`src/rtl/tod_cmp_pkg.sv`:
```
package tod_cmp_pkg;
  localparam int ADDR_W = 4;

  typedef enum logic [ADDR_W-1:0] {
    A_TOD_LO = 4'd0,
    A_TOD_HI = 4'd1,
    A_TGT_LO = 4'd2,
    A_TGT_HI = 4'd3,
    A_IVL_LO = 4'd4,
    A_IVL_HI = 4'd5,
    A_CTRL   = 4'd6,
    A_STEP   = 4'd7,
    A_ACK    = 4'd8
  } reg_addr_e;

  localparam int CTRL_MODE_BIT = 0;
  localparam int CTRL_EN_BIT   = 1;
endpackage

```
`src/rtl/tod_half_stage.sv`:
```
module tod_half_stage #(
  parameter int HW      = 32,
  parameter int ADDR_W  = 4,
  parameter int LO_ADDR = 0
) (
  input  logic                clk,
  input  logic                rst,
  input  logic                wr_en,
  input  logic [ADDR_W-1:0]   wr_addr,
  input  logic [HW-1:0]       wr_data,
  output logic                commit_o,
  output logic [2*HW-1:0]     word_o
);
  localparam logic [ADDR_W-1:0] LO_A = ADDR_W'(LO_ADDR);
  localparam logic [ADDR_W-1:0] HI_A = ADDR_W'(LO_ADDR + 1);

  logic [HW-1:0] lo_q, hi_q;
  logic          lo_v, hi_v;
  logic          lo_hit, hi_hit;

  assign lo_hit   = wr_en && (wr_addr == LO_A);
  assign hi_hit   = wr_en && (wr_addr == HI_A);
  assign commit_o = (lo_hit && hi_v) || (hi_hit && lo_v);
  assign word_o   = lo_hit ? {hi_q, wr_data} : {wr_data, lo_q};

  always_ff @(posedge clk) begin
    if (rst) begin
      lo_q <= '0;
      hi_q <= '0;
      lo_v <= 1'b0;
      hi_v <= 1'b0;
    end else if (commit_o) begin
      lo_v <= 1'b0;
      hi_v <= 1'b0;
    end else begin
      if (lo_hit) begin
        lo_q <= wr_data;
        lo_v <= 1'b1;
      end
      if (hi_hit) begin
        hi_q <= wr_data;
        hi_v <= 1'b1;
      end
    end
  end
endmodule

```
`src/rtl/tod_clock.sv`:
```
module tod_clock #(
  parameter int TW = 64,
  parameter int SW = 32
) (
  input  logic          clk,
  input  logic          rst,
  input  logic          load_i,
  input  logic [TW-1:0] load_val_i,
  input  logic [SW-1:0] step_i,
  output logic [TW-1:0] tod_o
);
  always_ff @(posedge clk) begin
    if (rst)         tod_o <= '0;
    else if (load_i) tod_o <= load_val_i;
    else             tod_o <= tod_o + TW'(step_i);
  end
endmodule

```
`src/rtl/tod_target.sv`:
```
module tod_target #(
  parameter int TW = 64
) (
  input  logic          clk,
  input  logic          rst,
  input  logic          hit_i,
  input  logic          reload_mode_i,
  input  logic [TW-1:0] ivl_i,
  input  logic          load_i,
  input  logic [TW-1:0] load_val_i,
  output logic [TW-1:0] tgt_o
);
  always_ff @(posedge clk) begin
    if (rst)              tgt_o <= '1;
    else if (load_i)      tgt_o <= load_val_i;
    else if (hit_i) begin
      if (reload_mode_i)  tgt_o <= ivl_i;
      else                tgt_o <= tgt_o + ivl_i;
    end
  end
endmodule

```
`src/rtl/tod_target_cmp.sv`:
```
module tod_target_cmp #(
  parameter int HW = 32
) (
  input  logic                            clk,
  input  logic                            rst,
  input  logic                            wr_en_i,
  input  logic [tod_cmp_pkg::ADDR_W-1:0]  wr_addr_i,
  input  logic [HW-1:0]                   wr_data_i,
  output logic [2*HW-1:0]                 tod_o,
  output logic                            evt_o,
  output logic                            pin_o,
  output logic                            sts_o,
  output logic                            irq_o
);
  import tod_cmp_pkg::*;

  localparam int TW   = 2 * HW;
  localparam int NREG = 3;  // counter, target, interval/preset

  logic [NREG-1:0] commit;
  logic [TW-1:0]   word [NREG];

  for (genvar g = 0; g < NREG; g++) begin : g_stage
    tod_half_stage #(.HW(HW), .ADDR_W(ADDR_W), .LO_ADDR(2*g)) stage_i (
      .clk      (clk),
      .rst      (rst),
      .wr_en    (wr_en_i),
      .wr_addr  (wr_addr_i),
      .wr_data  (wr_data_i),
      .commit_o (commit[g]),
      .word_o   (word[g])
    );
  end

  logic [TW-1:0] tgt_q, ivl_q;
  logic [HW-1:0] step_q;
  logic          mode_q, en_q;
  logic          hit, ctrl_wr, ack_clr, sts_n, en_n;

  assign hit     = (tod_o == tgt_q);
  assign ctrl_wr = wr_en_i && (wr_addr_i == A_CTRL);
  assign ack_clr = wr_en_i && (wr_addr_i == A_ACK) && wr_data_i[0];
  assign sts_n   = hit || (sts_o && !ack_clr);
  assign en_n    = ctrl_wr ? wr_data_i[CTRL_EN_BIT] : en_q;

  tod_clock #(.TW(TW), .SW(HW)) clock_i (
    .clk        (clk),
    .rst        (rst),
    .load_i     (commit[0]),
    .load_val_i (word[0]),
    .step_i     (step_q),
    .tod_o      (tod_o)
  );

  tod_target #(.TW(TW)) target_i (
    .clk           (clk),
    .rst           (rst),
    .hit_i         (hit),
    .reload_mode_i (mode_q),
    .ivl_i         (ivl_q),
    .load_i        (commit[1]),
    .load_val_i    (word[1]),
    .tgt_o         (tgt_q)
  );

  always_ff @(posedge clk) begin
    if (rst) begin
      ivl_q  <= '0;
      step_q <= HW'(1);
      mode_q <= 1'b0;
      en_q   <= 1'b0;
      evt_o  <= 1'b0;
      pin_o  <= 1'b0;
      sts_o  <= 1'b0;
      irq_o  <= 1'b0;
    end else begin
      if (commit[2]) ivl_q <= word[2];
      if (wr_en_i && (wr_addr_i == A_STEP)) step_q <= wr_data_i;
      if (ctrl_wr) mode_q <= wr_data_i[CTRL_MODE_BIT];
      en_q  <= en_n;
      evt_o <= hit;
      pin_o <= pin_o ^ hit;
      sts_o <= sts_n;
      irq_o <= sts_n && en_n;
    end
  end
endmodule

```
`config.mk`:
```
export PLATFORM = sky130hd
export DESIGN_NAME = tod_target_cmp
export DESIGN_NICKNAME = d
export VERILOG_FILES = /design/src/rtl/tod_cmp_pkg.sv /design/src/rtl/tod_half_stage.sv /design/src/rtl/tod_clock.sv /design/src/rtl/tod_target.sv /design/src/rtl/tod_target_cmp.sv
export SDC_FILE = /design/constraint.sdc
export NUM_CORES = 1
export LEC_CHECK = 0
export BUFFER_PORTS_ARGS = -buffer_cell sky130_fd_sc_hd__buf_4
export CELL_PAD_IN_SITES_DETAIL_PLACEMENT = 1
export CELL_PAD_IN_SITES_GLOBAL_PLACEMENT = 1
export CORE_AREA = 2 2 246 248
export CTS_CLUSTER_SIZE = 16
export DETAILED_ROUTE_END_ITERATION = 12
export DIE_AREA = 0 0 248 250
export PLACE_DENSITY = 0.75
export SLEW_MARGIN = 20
export SYNTH_ARGS = -nofsm -noshare
export SYNTH_HDL_FRONTEND = slang
export SYNTH_HIERARCHICAL = 1
export SYNTH_SLANG_ARGS = --single-unit
```
`constraint.sdc`:
```
create_clock -name clk -period 4.3 [get_ports clk]
set_clock_uncertainty 0.1 [all_clocks]
set_input_delay 0.215 -clock clk [delete_from_list [all_inputs] [get_ports clk]]
set_output_delay 0.215 -clock clk [all_outputs]
set_load 0.01 [all_outputs]
```
==> out/results.tsv <==
stage	metric	value	unit
global_route	initial antenna violation count	0	
synth	synthesized area per cell	8.89	sq um
worst_setup_path	crit-path cells	ha_1, fa_1, a211oi_1, o21ai_1, a41oi_1, o32a_1, and2_1, o21ai_2, a211oi_1, nor3_2, a41oi_1, xor2_1, o211ai_1	
finish	commonest cells after routing, fill and taps aside	dfxtp_1, nand2b_1, mux2i_1	
sta	setup_tns	0	ns
synth	post-synthesis net count	3108	
worst_setup_path	CP Launch Type	register	
floorplan	die area	0.0620	sq mm
sta	Setup-failing EPs final	0	
clock_tree	CTS tree	done	
clock_tree	clk slew on worst S/H paths	0.06	ns
synth	Cell variety after synth	92	
synth	top_reg_cell synth	dfxtp_1	
finish	Final Non-Filler Cells	3816	
clock_tree	clk sink count	428	
floorplan	DIE WIDTH	248	microns
floorplan	core area	0.0596	sq mm
finish	Layout area overhead	12.0	%
routing	Final ANT Viol Nets	0	
worst_setup_path	Req. time, crit path	4.62	ns
sta	Tcrit/Tclk final	92.2	%
worst_setup_path	CP peak stage delay	0.49	ns
clock_tree	total CTS buffers	49	
placed_design	DPL Wire Length	67500	microns
sta	Final Critical Period	3.97	ns
global_route	first-pass GRT wire length	143000	microns
clock_tree	postcts setup bufs	0	
finish	fin nets	3137	
worst_setup_path	Critical Path End Type	register	
routing	Post-route DRC	0	
clock_tree	CTS max path bufs	3	
synth	Post-Syn Area	0.0264	sq mm
global_route	vias in the first global route	23400	
power	Pleak	11.7	nW
finish	commonest non-fill, non-tap cell in the layout	dfxtp_1	
placed_design	placed cell area	0.0277	sq mm
synth	Synth Instances	2972	
clock_tree	Resize count post-CTS	0	
routing	DR iter-0 viols	1775	
sta	Tightest Pin Transition	1.24	ns
worst_setup_path	critical setup path kind	register to register	
synth	sequential fraction of the synthesis area	32.4	%
routing	wire per inst	24.8	microns
worst_setup_path	slowest CP cell	a41oi_1	
sta	max_slew headroom	17.5	%
synth	Post-synth EDFFs	0	
finish	Final Cell Area	0.0296	sq mm
sta	final slew viol count	0	
power	post-route total power	8.86	mW
placed_design	port bufs	106	
clock_tree	Worst-Skew Late Latency	0.59	ns
clock_tree	CTS Hold Buffers Added	36	
power	Peak VDD IR	0.000343	V
global_route	total global routing overflow	0	
placed_design	global placement routability congestion	0.946	
floorplan	IO Pins	107	
finish	layout cells sized above 1	15.5	%
placed_design	DP Cell Count	3696	
routing	via count	22900	
worst_setup_path	WP data arrival	4.28	ns
synth	#FFs+latches synth	428	
clock_tree	Max H-tree Level	2	
finish	# fillers	6817	
sta	Highest Clock Rate	252	MHz
global_route	largest net degree at the start of global routing	252	
floorplan	Vert. Die Dim	250	microns
sta	RSZ-0062 raised after global routing	false	
min_path	Min-Delay Path Class	input port to register	
worst_setup_path	CP Max Fanout	4	
synth	share of async-settable or async-resettable flops after synthesis	0	%
status	outcome	finished, final reports clean	
routing	Vias per Instance	6.00	
global_route	All-Layer GR Usage	29.7	%
job	MaxCap Viol Count	0	
power	power per cell area	299	mW/mm^2
worst_setup_path	Worst R2R Path Depth	13	
clock_tree	clock tree root buffer cell	clkbuf_16	
floorplan	Initial Util	44.3	%
sta	Final Hold Viols	0	
finish	Final Util	49.7	%
routing	drt total wl	94800	microns
synth	synth warn	6	
floorplan	row cnt	90	
min_path	hold depth	5	
routing	Pre-Repair DR Iteration Count	7	
power breakdown:
group	switching, mW	internal (mW)
logic	0.364	0.262
registers	0.0408	4.00
clock network	1.78	2.41
stage by stage:
| stage | setup WS (ns) | hold slack, ns |
|---|---|---|
| finish | 0.334 | 0.0973 |
| CTS | 0.390 | 0.0729 |
| detailed placement | 0.475 | 0.355 |
| floorplan | 1.16 | 0.236 |
| global route | 0.121 | 0.127 |
| global placement | 0.549 | 0.347 |
cells by family (layout without fill, tap and decap cells):
logic type	Yosys count	after routing	synth area share [%]
buffers and inverters	238	298	4.15
other	0	2	0
xor gates and xnor gates	168	168	5.57
adders and majority gates	97	97	4.65
AOI/OAI and AO/OA	622	622	15.9
muxes	473	473	18.8
DFF	428	428	32.4
and+or+nand+nor	946	946	18.5
worst paths after layout:
| path | start | to | slack, ns |
|---|---|---|---|
| worst max register to register | ivl_q[0]$_SDFFE_PP0P_ | target_i/tgt_o[60]$_SDFFE_PP1P_ | 0.33 |
| worst min-delay path | wr_en_i | mode_q$_SDFFE_PP0N_ | 0.1 |
| worst max-delay path | ivl_q[0]$_SDFFE_PP0P_ | target_i/tgt_o[60]$_SDFFE_PP1P_ | 0.33 |
| worst min register to register | step_q[3]$_SDFFE_PP0P_ | step_q[3]$_SDFFE_PP0P_ | 0.36 |
routing by layer:
metal,global-route usage [%],share of wire (%),vias up,wire (microns)
met5,0,0,-,0
met4,9.39,3.1,0,2950
met2,49.4,47,601,44500
met1,39.9,45,11500,42700
met3,3.66,4.8,154,4570
li1,-,-,10600,-
synth_stat cells (all sizes together) (75+ instances only):
cell type / count / area (sq um)
mux2i: 279 / 2790
nand2b: 300 / 1880
mux2: 194 / 2180
o21ai: 117 / 589
buf: 75 / 483
ha: 95 / 1190
clkbuf: 128 / 482
a21oi: 193 / 966
dfxtp: 428 / 8570
nor2: 197 / 747
xnor2: 135 / 1180
nand2: 244 / 916
worst max-delay path: cells and delay by family, from the launching register on:
family	cells	cell delay, ns
xor+xnor	1	0.20
simple gates	2	0.32
fa+ha+maj	2	0.69
compound gates	8	2.15
flops	1	0.33
final cells by class:
class / count / area (sq um) / share of cell area, %
flip-flops and latches: 428 / 8570 / 29.0
repair buffers: 181 / 1530 / 5.18
well taps: 782 / 978 / 3.31
clock inverters: 17 / 173 / 0.584
inverters: 35 / 133 / 0.448
multi-input cells: 2306 / 16800 / 56.8
clock buffers: 65 / 1380 / 4.65
diodes: 2 / 5.00 / 0.0169
state kept, by name (all words and copies together) (netlist names), 3 cells and up:
register	count
step_q	32
g_stage.stage_i/hi_v	3
g_stage.stage_i/hi_q	96
ivl_q	64
g_stage.stage_i/lo_q	96
clock_i/tod_o	64
target_i/tgt_o	64
g_stage.stage_i/lo_v	3
Note: power is estimated with default switching activity, not from simulation.
